--- src/rtl/fser_pkg.sv ---
// Shared types for the framed serial transmitter.
// Assumes: nothing beyond the enum below is shared between modules.
package fser_pkg;

    // Transmit mode; updated only at word strobes or by a clear.
    typedef enum logic [1:0] {
        MODE_INIT  = 2'd0,
        MODE_TRAIN = 2'd1,
        MODE_DATA  = 2'd2
    } fser_mode_e;

endpackage

--- src/rtl/fser_word_capture.sv ---
// Parallel word capture with a selectable capture point.
// Tracks the bit phase inside the word period from the strobe. It captures
// the input either in the strobe cycle or half a word period later.
// Assumes: word_tick arrives once every FRAME_BITS cycles.
module fser_word_capture #(
    parameter int WORD_W     = 10,
    parameter int FRAME_BITS = WORD_W + 2,
    localparam int PH_W      = $clog2(FRAME_BITS)
) (
    input  logic              clk,
    input  logic              rst_n,
    input  logic              word_tick,
    input  logic              cap_rise,
    input  logic [WORD_W-1:0] data_in,
    output logic [WORD_W-1:0] word_q
);

    localparam logic [PH_W-1:0] LAST_PH = PH_W'(FRAME_BITS - 1);
    localparam logic [PH_W-1:0] MID_PH  = PH_W'(FRAME_BITS / 2 - 1);

    logic [PH_W-1:0] phase_q;
    logic            cap_now;

    // Bit phase since the last strobe, saturating at the last bit.
    always_ff @(posedge clk) begin
        if (!rst_n) begin
            phase_q <= '0;
        end else if (word_tick) begin
            phase_q <= '0;
        end else if (phase_q != LAST_PH) begin
            phase_q <= phase_q + 1'b1;
        end
    end

    // Capture point: the strobe itself, or the half-period edge.
    always_comb begin
        if (cap_rise) begin
            cap_now = word_tick;
        end else begin
            cap_now = !word_tick && (phase_q == MID_PH);
        end
    end

    // Hold register for the word that goes into the next frame.
    always_ff @(posedge clk) begin
        if (!rst_n) begin
            word_q <= '0;
        end else if (cap_now) begin
            word_q <= data_in;
        end
    end

endmodule

--- src/rtl/fser_sync_filter.sv ---
// Training-request qualifier.
// ORs the two request sources. It counts consecutive strobes at which the
// combined request is high, and flags the request as qualified once
// REQ_WORDS consecutive strobes have seen it.
// Assumes: the request is only meaningful in strobe cycles.
module fser_sync_filter #(
    parameter int REQ_WORDS = 6,
    localparam int RUN_W    = $clog2(REQ_WORDS + 1)
) (
    input  logic clk,
    input  logic rst_n,
    input  logic pwrdn_n,
    input  logic word_tick,
    input  logic req_a,
    input  logic req_b,
    output logic req_now,
    output logic req_held
);

    localparam logic [RUN_W-1:0] RUN_TOP = RUN_W'(REQ_WORDS - 1);

    logic [RUN_W-1:0] run_q;

    // Combined request level.
    always_comb req_now = req_a | req_b;

    // Qualified in the strobe that is the REQ_WORDS-th consecutive high one.
    always_comb req_held = req_now && (run_q == RUN_TOP);

    // Run length of consecutive high strobes, saturating.
    always_ff @(posedge clk) begin
        if (!rst_n || !pwrdn_n) begin
            run_q <= '0;
        end else if (word_tick) begin
            if (!req_now) begin
                run_q <= '0;
            end else if (run_q != RUN_TOP) begin
                run_q <= run_q + 1'b1;
            end
        end
    end

endmodule

--- src/rtl/fser_mode_ctrl.sv ---
// Mode sequencer: lock wait, training burst, data transmission.
// Counts strobes until lock, then picks training or data. It counts
// training frames so that a burst cannot end before BURST_FRAMES frames.
// Assumes: every state change happens at a strobe, except the clear from
// reset or power-down.
module fser_mode_ctrl
    import fser_pkg::*;
#(
    parameter int LOCK_WORDS   = 2048,
    parameter int BURST_FRAMES = 1024,
    localparam int LOCK_W      = $clog2(LOCK_WORDS + 1),
    localparam int BURST_W     = $clog2(BURST_FRAMES + 1)
) (
    input  logic               clk,
    input  logic               rst_n,
    input  logic               pwrdn_n,
    input  logic               word_tick,
    input  logic               req_now,
    input  logic               req_held,
    output fser_mode_e         mode_q,
    output fser_mode_e         next_mode,
    output logic               locked,
    output logic [BURST_W-1:0] burst_cnt
);

    localparam logic [LOCK_W-1:0]  LOCK_LAST = LOCK_W'(LOCK_WORDS - 1);
    localparam logic [BURST_W-1:0] BURST_MIN = BURST_W'(BURST_FRAMES);

    logic [LOCK_W-1:0] lock_cnt;
    logic              lock_done;
    logic              clear;
    logic              burst_met;

    // Synchronous clear from reset or power-down.
    always_comb clear = !rst_n || !pwrdn_n;

    // This strobe completes the lock interval.
    always_comb lock_done = (mode_q == MODE_INIT) && (lock_cnt == LOCK_LAST);

    // Minimum burst length has been sent.
    always_comb burst_met = (burst_cnt >= BURST_MIN);

    // Mode that the frame loaded at this strobe belongs to.
    always_comb begin
        next_mode = mode_q;
        case (mode_q)
            MODE_INIT:  if (lock_done) next_mode = req_held ? MODE_TRAIN : MODE_DATA;
            MODE_TRAIN: if (burst_met && !req_now) next_mode = MODE_DATA;
            MODE_DATA:  if (req_held) next_mode = MODE_TRAIN;
            default:    next_mode = MODE_INIT;
        endcase
    end

    // Mode register, advanced at strobes.
    always_ff @(posedge clk) begin
        if (clear) begin
            mode_q <= MODE_INIT;
        end else if (word_tick) begin
            mode_q <= next_mode;
        end
    end

    // Lock interval counter and lock flag.
    always_ff @(posedge clk) begin
        if (clear) begin
            lock_cnt <= '0;
            locked   <= 1'b0;
        end else if (word_tick && mode_q == MODE_INIT) begin
            if (lock_done) begin
                locked <= 1'b1;
            end else begin
                lock_cnt <= lock_cnt + 1'b1;
            end
        end
    end

    // Training frame count: 1 on entry, climbing to the minimum.
    always_ff @(posedge clk) begin
        if (clear) begin
            burst_cnt <= '0;
        end else if (word_tick) begin
            if (next_mode == MODE_TRAIN && mode_q != MODE_TRAIN) begin
                burst_cnt <= BURST_W'(1);
            end else if (mode_q == MODE_TRAIN && !burst_met) begin
                burst_cnt <= burst_cnt + 1'b1;
            end
        end
    end

endmodule

--- src/rtl/fser_frame_shifter.sv ---
// Frame builder and shift register.
// At each strobe it loads a full frame for the coming mode, then shifts it
// out one bit per clock, bit 0 first.
// Assumes: the strobe period equals FRAME_BITS, so each frame ends exactly
// before the next load.
module fser_frame_shifter
    import fser_pkg::*;
#(
    parameter int WORD_W     = 10,
    parameter int FRAME_BITS = WORD_W + 2
) (
    input  logic              clk,
    input  logic              rst_n,
    input  logic              pwrdn_n,
    input  logic              word_tick,
    input  fser_mode_e        next_mode,
    input  logic [WORD_W-1:0] word_q,
    output logic              bit_out
);

    logic [FRAME_BITS-1:0] train_pat;
    logic [FRAME_BITS-1:0] frame_d;
    logic [FRAME_BITS-1:0] sh_q;

    // Training pattern: first half ones, second half zeros.
    for (genvar b = 0; b < FRAME_BITS; b++) begin : g_train
        assign train_pat[b] = (b < FRAME_BITS / 2);
    end

    // Frame contents for the mode taking effect at this strobe.
    always_comb begin
        case (next_mode)
            MODE_TRAIN: frame_d = train_pat;
            MODE_DATA:  frame_d = {1'b0, word_q, 1'b1};
            default:    frame_d = '0;
        endcase
    end

    // Load at the strobe, otherwise shift toward bit 0.
    always_ff @(posedge clk) begin
        if (!rst_n || !pwrdn_n) begin
            sh_q <= '0;
        end else if (word_tick) begin
            sh_q <= frame_d;
        end else begin
            sh_q <= {1'b0, sh_q[FRAME_BITS-1:1]};
        end
    end

    // Current serial bit.
    always_comb bit_out = sh_q[0];

endmodule

--- src/rtl/frame_serializer.sv ---
// Framed serial word transmitter, top level.
// Connects word capture, request qualification, mode sequencing and the
// frame shifter, and gates the serial output with lock, enable and power.
// Assumes: clk is the bit clock and word_tick pulses once per 12 bits.
module frame_serializer
    import fser_pkg::*;
#(
    parameter int WORD_W       = 10,
    parameter int LOCK_WORDS   = 2048,
    parameter int BURST_FRAMES = 1024,
    parameter int REQ_WORDS    = 6
) (
    input  logic              clk,
    input  logic              rst_n,
    input  logic              word_tick,
    input  logic [WORD_W-1:0] data_in,
    input  logic              sync_req_a,
    input  logic              sync_req_b,
    input  logic              out_en,
    input  logic              pwrdn_n,
    input  logic              cap_rise,
    output logic              ser_out,
    output logic              ser_drive,
    output logic              locked
);

    localparam int FRAME_BITS = WORD_W + 2;
    localparam int BURST_W    = $clog2(BURST_FRAMES + 1);

    logic [WORD_W-1:0]  word_q;
    logic               req_now;
    logic               req_held;
    fser_mode_e         mode_q;
    fser_mode_e         next_mode;
    logic [BURST_W-1:0] burst_cnt;
    logic               bit_out;

    fser_word_capture #(
        .WORD_W     (WORD_W),
        .FRAME_BITS (FRAME_BITS)
    ) cap_i (
        .clk       (clk),
        .rst_n     (rst_n),
        .word_tick (word_tick),
        .cap_rise  (cap_rise),
        .data_in   (data_in),
        .word_q    (word_q)
    );

    fser_sync_filter #(
        .REQ_WORDS (REQ_WORDS)
    ) req_i (
        .clk       (clk),
        .rst_n     (rst_n),
        .pwrdn_n   (pwrdn_n),
        .word_tick (word_tick),
        .req_a     (sync_req_a),
        .req_b     (sync_req_b),
        .req_now   (req_now),
        .req_held  (req_held)
    );

    fser_mode_ctrl #(
        .LOCK_WORDS   (LOCK_WORDS),
        .BURST_FRAMES (BURST_FRAMES)
    ) mode_i (
        .clk       (clk),
        .rst_n     (rst_n),
        .pwrdn_n   (pwrdn_n),
        .word_tick (word_tick),
        .req_now   (req_now),
        .req_held  (req_held),
        .mode_q    (mode_q),
        .next_mode (next_mode),
        .locked    (locked),
        .burst_cnt (burst_cnt)
    );

    fser_frame_shifter #(
        .WORD_W     (WORD_W),
        .FRAME_BITS (FRAME_BITS)
    ) shf_i (
        .clk       (clk),
        .rst_n     (rst_n),
        .pwrdn_n   (pwrdn_n),
        .word_tick (word_tick),
        .next_mode (next_mode),
        .word_q    (word_q),
        .bit_out   (bit_out)
    );

    // Driver gating: locked, enabled and powered.
    always_comb ser_drive = locked && out_en && pwrdn_n;

    // Serial bit forced low while undriven.
    always_comb ser_out = ser_drive && bit_out;

endmodule

--- config.mk ---
export PLATFORM = sky130hd
export DESIGN_NAME = frame_serializer
export DESIGN_NICKNAME = d
export VERILOG_FILES = /design/src/rtl/fser_pkg.sv /design/src/rtl/fser_word_capture.sv /design/src/rtl/fser_sync_filter.sv /design/src/rtl/fser_mode_ctrl.sv /design/src/rtl/fser_frame_shifter.sv /design/src/rtl/frame_serializer.sv
export SDC_FILE = /design/constraint.sdc
export NUM_CORES = 1
export LEC_CHECK = 0
export ABC_AREA = 1
export ABC_CLOCK_PERIOD_IN_PS = 3300
export BUFFER_PORTS_ARGS = -buffer_cell sky130_fd_sc_hd__buf_4
export CORE_MARGIN = 8
export CORE_UTILIZATION = 45
export DETAILED_ROUTE_END_ITERATION = 10
export GPL_TIMING_DRIVEN = 0
export PLACE_DENSITY = 0.67
export SLEW_MARGIN = 20
export SYNTH_ARGS = -nofsm -noshare
export SYNTH_HDL_FRONTEND = slang
export SYNTH_SLANG_ARGS = --single-unit
--- constraint.sdc ---
create_clock -name clk -period 3.3 [get_ports clk]
set_input_delay 0.165 -clock clk [delete_from_list [all_inputs] [get_ports clk]]
set_output_delay 0.165 -clock clk [all_outputs]
set_load 0.05 [all_outputs]
Word-level counts from Yosys, hierarchy flattened
Cells that the tools add are included.
{ "op_classes": {"n_addsub": 4, "order_cmp": 1, "eq_ne": 11, "mux": 12, "n_bitwise": 4, "n_reduce_logical": 24} }
{ "ops": {"columns": ["op", "count"], "rows": [
  ["11-bit 2-to-1 mux", 3],
  ["11-bit one-hot mux with 2 select lines", 1],
  ["12-bit by 1-bit adder with 12-bit output (second input constant)", 1],
  ["12-bit by 11-bit == test with 1-bit output (second input constant)", 1],
  ["11-bit by 1-bit adder with 11-bit output (second input constant)", 1],
  ["11-bit greater-or-equal comparator (second input constant)", 1],
  ["1-bit logical AND", 10],
  ["2-bit 2-to-1 mux", 4],
  ["2-bit AND reduction", 4],
  ["3-bit 2-to-1 mux", 2],
  ["2-bit one-hot mux with 3 select lines", 1],
  ["1-bit logical NOT", 5],
  ["4-bit by 1-bit adder with 4-bit output (second input constant)", 1],
  ["2-bit by 1-bit == test with 1-bit output (second input constant)", 2],
  ["2-bit == test (second input constant)", 2],
  ["4-bit by 3-bit == test with 1-bit output (second input constant)", 1],
  ["4-bit != test (second input constant)", 1],
  ["2-bit OR reduction", 2],
  ["3-bit by 1-bit adder with 3-bit output (second input constant)", 1],
  ["3-bit == test (second input constant)", 1],
  ["3-bit != test (second input constant)", 1],
  ["1-bit NOT", 3],
  ["2-bit logical NOT", 1],
  ["2-bit by 1-bit != test with 1-bit output (second input constant)", 1],
  ["5 further kinds", 5]
]} }
{ "totals": {"reg_bits": 55, "input_bits": 18, "output_inout_bits": 3, "wordCells": 65} }

Depth between registers and ports, before layout
{ "logic_depth": {"ltp_word": 9, "mapped_depth": 17, "mapped_depth_nobuf": 17} }

By module
A second synthesis with hierarchy kept.
{ "unflattened": {"hier_cells": 416, "hier_area_um2": 2890.3} }
{ "modules_own_cells": {"columns": ["mod", "n_inst", "cells_per_inst", "area_per_inst_um2", "seq_area_each_um2"], "rows": [
  ["fser_mode_ctrl", 1, 223, 1511.4, 520.5],
  ["fser_word_capture", 1, 91, 664.4, 280.3],
  ["fser_frame_shifter", 1, 65, 470.5, 220.2],
  ["fser_sync_filter", 1, 33, 220.2, 60.1],
  ["frame_serializer", 1, 4, 23.8, 0.0]
]} }

Worst setup path before layout
OpenSTA, ideal clock, no wires.
{ "synth_timing": {"path_kind": "reg-to-reg", "start": "register mode_i.lock_cnt[0]", "end": "register mode_i.burst_cnt[8]", "setup_ns": 0.111, "arrival_ns": 1.970, "t_required_ns": 3.189, "slack_ns": 1.220, "stages_incl_launch_ff": 16, "path_cell_list": "dfxtp_1 -> ha_1 -> nand3_2 -> clkinv_1 -> nand2_2 -> nor2_1 -> nand3_1 -> nand2_1 -> ha_1 -> inv_1 -> nand2_1 -> nand3_2 -> nor3_1 -> nand2_1 -> nand2_1 -> nor2_1"} }
{ "synth_via": {"elab_chain_len": 8, "word_cells_on_any_way": 9, "cone_classes": "2 x eq/ne; 3 x mux; 4 x reduce/logical"} }
{ "synth_rtl": {"columns": ["element", "line", "text"], "rows": [
  ["start: declaration", "fser_mode_ctrl.sv:29", "logic [LOCK_W-1:0] lock_cnt;"],
  ["start signal: assignment", "fser_mode_ctrl.sv:72", "lock_cnt <= lock_cnt + 1'b1;"],
  ["12-bit by 11-bit == test with 1-bit output *", "fser_mode_ctrl.sv:38", "always_comb lock_done = (mode_q == MODE_INIT) && (lock_cnt == LOCK_LAST);"],
  ["1-bit logical AND *", "fser_mode_ctrl.sv:38", null],
  ["2-bit 2-to-1 mux *", "fser_mode_ctrl.sv:47", "MODE_INIT: if (lock_done) next_mode = req_held ? MODE_TRAIN : MODE_DATA;"],
  ["2-bit one-hot mux with 3 select lines *", "fser_mode_ctrl.sv:46", "case (mode_q)"],
  ["net mode_i.next_mode[0]", "fser_mode_ctrl.sv:21", "output fser_mode_e next_mode,"],
  ["2-bit by 1-bit == test with 1-bit output *", "fser_mode_ctrl.sv:82", "if (next_mode == MODE_TRAIN && mode_q != MODE_TRAIN) begin"],
  ["1-bit logical AND *", "fser_mode_ctrl.sv:82", null],
  ["2-bit nonzero test (no line)", null, null],
  ["2-bit AND reduction (no line)", null, null],
  ["end signal: assignment", "fser_mode_ctrl.sv:85", "burst_cnt <= burst_cnt + 1'b1;"],
  ["end: declaration", "fser_mode_ctrl.sv:23", "output logic [BURST_W-1:0] burst_cnt"]
]} }
Mark *: on every way through the listed nets, which the timed path passes. The rest lies on a longest branch.
A chain may end at the register's enable or synchronous reset.

Final worst setup path
{ "layout_timing": {"start": "register mode_i.lock_cnt[0]", "end": "register mode_i.burst_cnt[10]"} }
The elaborated chain is that of the path after synthesis.

==> results by group <==
Yosys
  – Synth warn: 0
  – Yosys cell types: 30
  – EDFF count, synth: 0
  – Sequential share of the synthesized area: 0.406
  – #FFs+latches synth: 54
  – Mapped Cells: around 380
  – Main synth FF type: dfxtp_1
  – Synthesized area per cell: 6.93 um^2
  – Post-synthesis cell area: ~0.0027 mm^2
  – Post-Synthesis Net Count: 411
  – Synth async-reset ratio: 0

Critical path
  – Critical Path Fanout Max: 6
  – CP endpoint kind: register
  – Reg2Reg Depth: 14
  – Worst reg2reg startpoint: mode_i.lock_cnt[0]
  – WS Path Type: reg2reg
  – WP data required: ~3.6 ns
  – Worst setup path start: mode_i.lock_cnt[0]
  – Critical R2R Capture: mode_i.burst_cnt[10]
  – CP startpoint kind: register
  – CP endpoint: mode_i.burst_cnt[10]
  – Reg2reg setup slack: between 0.8 and 0.9 ns
  – Critical Path AT: 2.75 ns

Route
  – Vias per inst: about 4.9
  – Routed WL: 5.31 mm
  – Total vias in the final route: 2,365
  – DR DRC count: 0
  – Wire per inst: approximately 11 um
  – First drt pass iteration count: 4
  – Initial DRC count: 147
  – Post-route ant nets: 0

Clock tree
  – Clk_lat worst skew: 0.31 ns
  – CTS Buffer Depth: 2
  – CTS Hold Bufs: 0
  – H-tree depth: 2
  – Clock slew at reported path FFs: 0.11 ns
  – Root Buffer: clkbuf_8
  – CTS Buf Count: 5
  – CTS Sinks: 54
  – CTS resizes: 0
  – Postcts setup bufs: 0
  – CTS tree: built

Cells and area
  – Nets: 438
  – Final instance area: 0.00300 mm^2
  – Area growth, synth to finish: 12.7%
  – Share of layout cells above drive strength 1: 0.119
  – Leading cell types in the layout, fill and taps excluded: 99 x nand2_1, 58 x nor2_1, 54 x dfxtp_1, 41 x inv_1, 25 x a21oi_1
  – Commonest non-fill, non-tap cell in the layout: nand2_1
  – Antenna diodes: 0
  – Final Non-Filler Cells: roughly 490

Placed design
  – DP HPWL: just under 4 mm
  – Placer's final routability congestion estimate: 0.790
  – Place WS: 0.820 ns
  – Placed Area: 0.00290 mm^2
  – Inst Count DP: 479
  – I/O Buffers: 20

Min path
  – Worst Hold Depth: 3
  – Worst min path class: in2reg

Die
  – Core footprint: 0.00582 mm^2
  – Die Ht: 92.9 um
  – # IOs: 21
  – Initial Util: 0.457
  – Die W: approximately 93 um
  – Num rows: 28
  – Die area: 0.00863 mm^2

Power
  – Combinational power share: 0.078
  – Clock share of power: 0.337
  – Share of power burned in registers: 0.585
  – Lkg Pwr: between 1 and 1.5 nW
  – Maximum vdd ir drop: roughly 0.21 mV
  – Net Sw Power: 299 uW
  – PD cells: 384 mW/mm^2
  – Sw Ratio: 0.260
  – P_int: 852 uW

Global route
  – Largest net degree at the start of global routing: 19
  – GRT Total Usage: 0.131
  – Total gr overflow: 0
  – First-pass GRT wire length: between 9 and 10 mm
  – Antenna violations before repair: 0
  – Vias in the first global route: 2,215

STA
  – Peak Freq: 400 MHz
  – Post-route clock period utilization: 0.757
  – Unrepaired setup endpoints after global routing: no
  – Min Hold Slack: around 0.069 ns
  – Final setup violating endpoints: 0
  – Post-route setup TNS: 0 ns
  – Final Max Slew Viols: 0
  – Setup Skew: 0.00883 ns
  – Worst Slack Setup Final: 0.801 ns
  – Worst-Margin Slew: around 0.65 ns
  – Final hold vios: 0
  – Min Tclk post-route: 2.50 ns
  – Max_slew headroom: 0.568

Outcome
  – Run status: finished, final reports clean

Run
  – Max_cap viols: 0
## flip-flops by register name, indices dropped and copies added (netlist names)
| signal | cells |
|---|---|
| mode_i.burst_cnt | 11 |
| cap_i.phase_q | 4 |
| cap_i.word_q | 10 |
| mode_i.lock_cnt | 12 |
| mode_i.mode_q | 2 |
| req_i.run_q | 3 |
| mode_i.locked | 1 |
| shf_i.sh_q | 11 |
## power by group through the flow
stage | registers, mW | logic (mW) | clock network (mW)
global placement | 0.687 | 0.0897 | 0
global route | 0.675 | 0.104 | 0.425
finish | 0.673 | 0.0900 | 0.388
detailed placement | 0.687 | 0.0905 | 0
CTS | 0.673 | 0.0911 | 0.403
floorplan | 0.685 | 0.0586 | 0
## worst min path at each step
stage / startpoint / endpoint / slack, ns
global route: data_in[8] / cap_i.word_q[8] / 0.08
floorplan: data_in[0] / cap_i.word_q[0] / 0.30
detailed placement: data_in[5] / cap_i.word_q[5] / 0.39
finish: data_in[5] / cap_i.word_q[5] / 0.07
CTS: data_in[5] / cap_i.word_q[5] / 0.06
global placement: data_in[1] / cap_i.word_q[1] / 0.38
## kinds of logic after synthesis
logic type / synth area share
compound gates: 0.127
simple gates: 0.318
xor+xnor: 0.0230
flops: 0.406
fa+ha+maj: 0.0423
buf+inv: 0.0837
## per-stage QoR
step / utilization / power (mW)
after CTS: 0.515 / 1.17
after detailed placement: 0.499 / 0.778
final: 0.515 / 1.15
after floorplan: - / 0.744
after global routing: 0.515 / 1.20
after global placement: 0.499 / 0.777
## Yosys cell counts, types with 3 or more instances
library cell / instances / share of area
nand3_1: 21 / 0.040
clkbuf_1: 5 / 0.0071
xnor2_1: 3 / 0.0099
inv_1: 41 / 0.058
dfxtp_1: 54 / 0.41
ha_1: 9 / 0.042
nor2_1: 58 / 0.082
o21ai_0: 18 / 0.034
a21oi_2: 9 / 0.030
xor2_1: 4 / 0.013
nand4_1: 11 / 0.026
nand2_1: 99 / 0.14
a21oi_1: 25 / 0.047
nor3_1: 5 / 0.0094
## critical path, stage by stage, from the launching register on
cell and delay [ns]:
dfxtp_1 0.42, ha_1 0.28, nand3_2 0.13, clkinv_1 0.11, nand2_2 0.06, nor2_1 0.19
nand3_1 0.13, nand2_1 0.11, ha_1 0.19, inv_1 0.12, nand2_1 0.10, nand3_2 0.13
nor2_2 0.18, nand4_1 0.13, a21oi_1 0.16
## cell type report
cell class	instances	area [um^2]
clock inverter	3	23.8
inverter	45	169
fill	622	2820
multi-input combinational	276	1360
buffer	9	53.8
tap	75	93.8
clock buffer	5	68.8
sequential	54	1080
timing repair buffer	20	150
## per-layer routing
| layer | track usage | up-vias | routed length (um) |
|---|---|---|---|
| met5 | 0 | - | 0 |
| met1 | 0.173 | 1054 | 2800 |
| met2 | 0.203 | 29 | 2290 |
| met3 | 0.0316 | 5 | 164 |
| met4 | 0.0483 | 0 | 53 |
| li1 | - | 1277 | - |
Power figures use the tool's default switching activity.
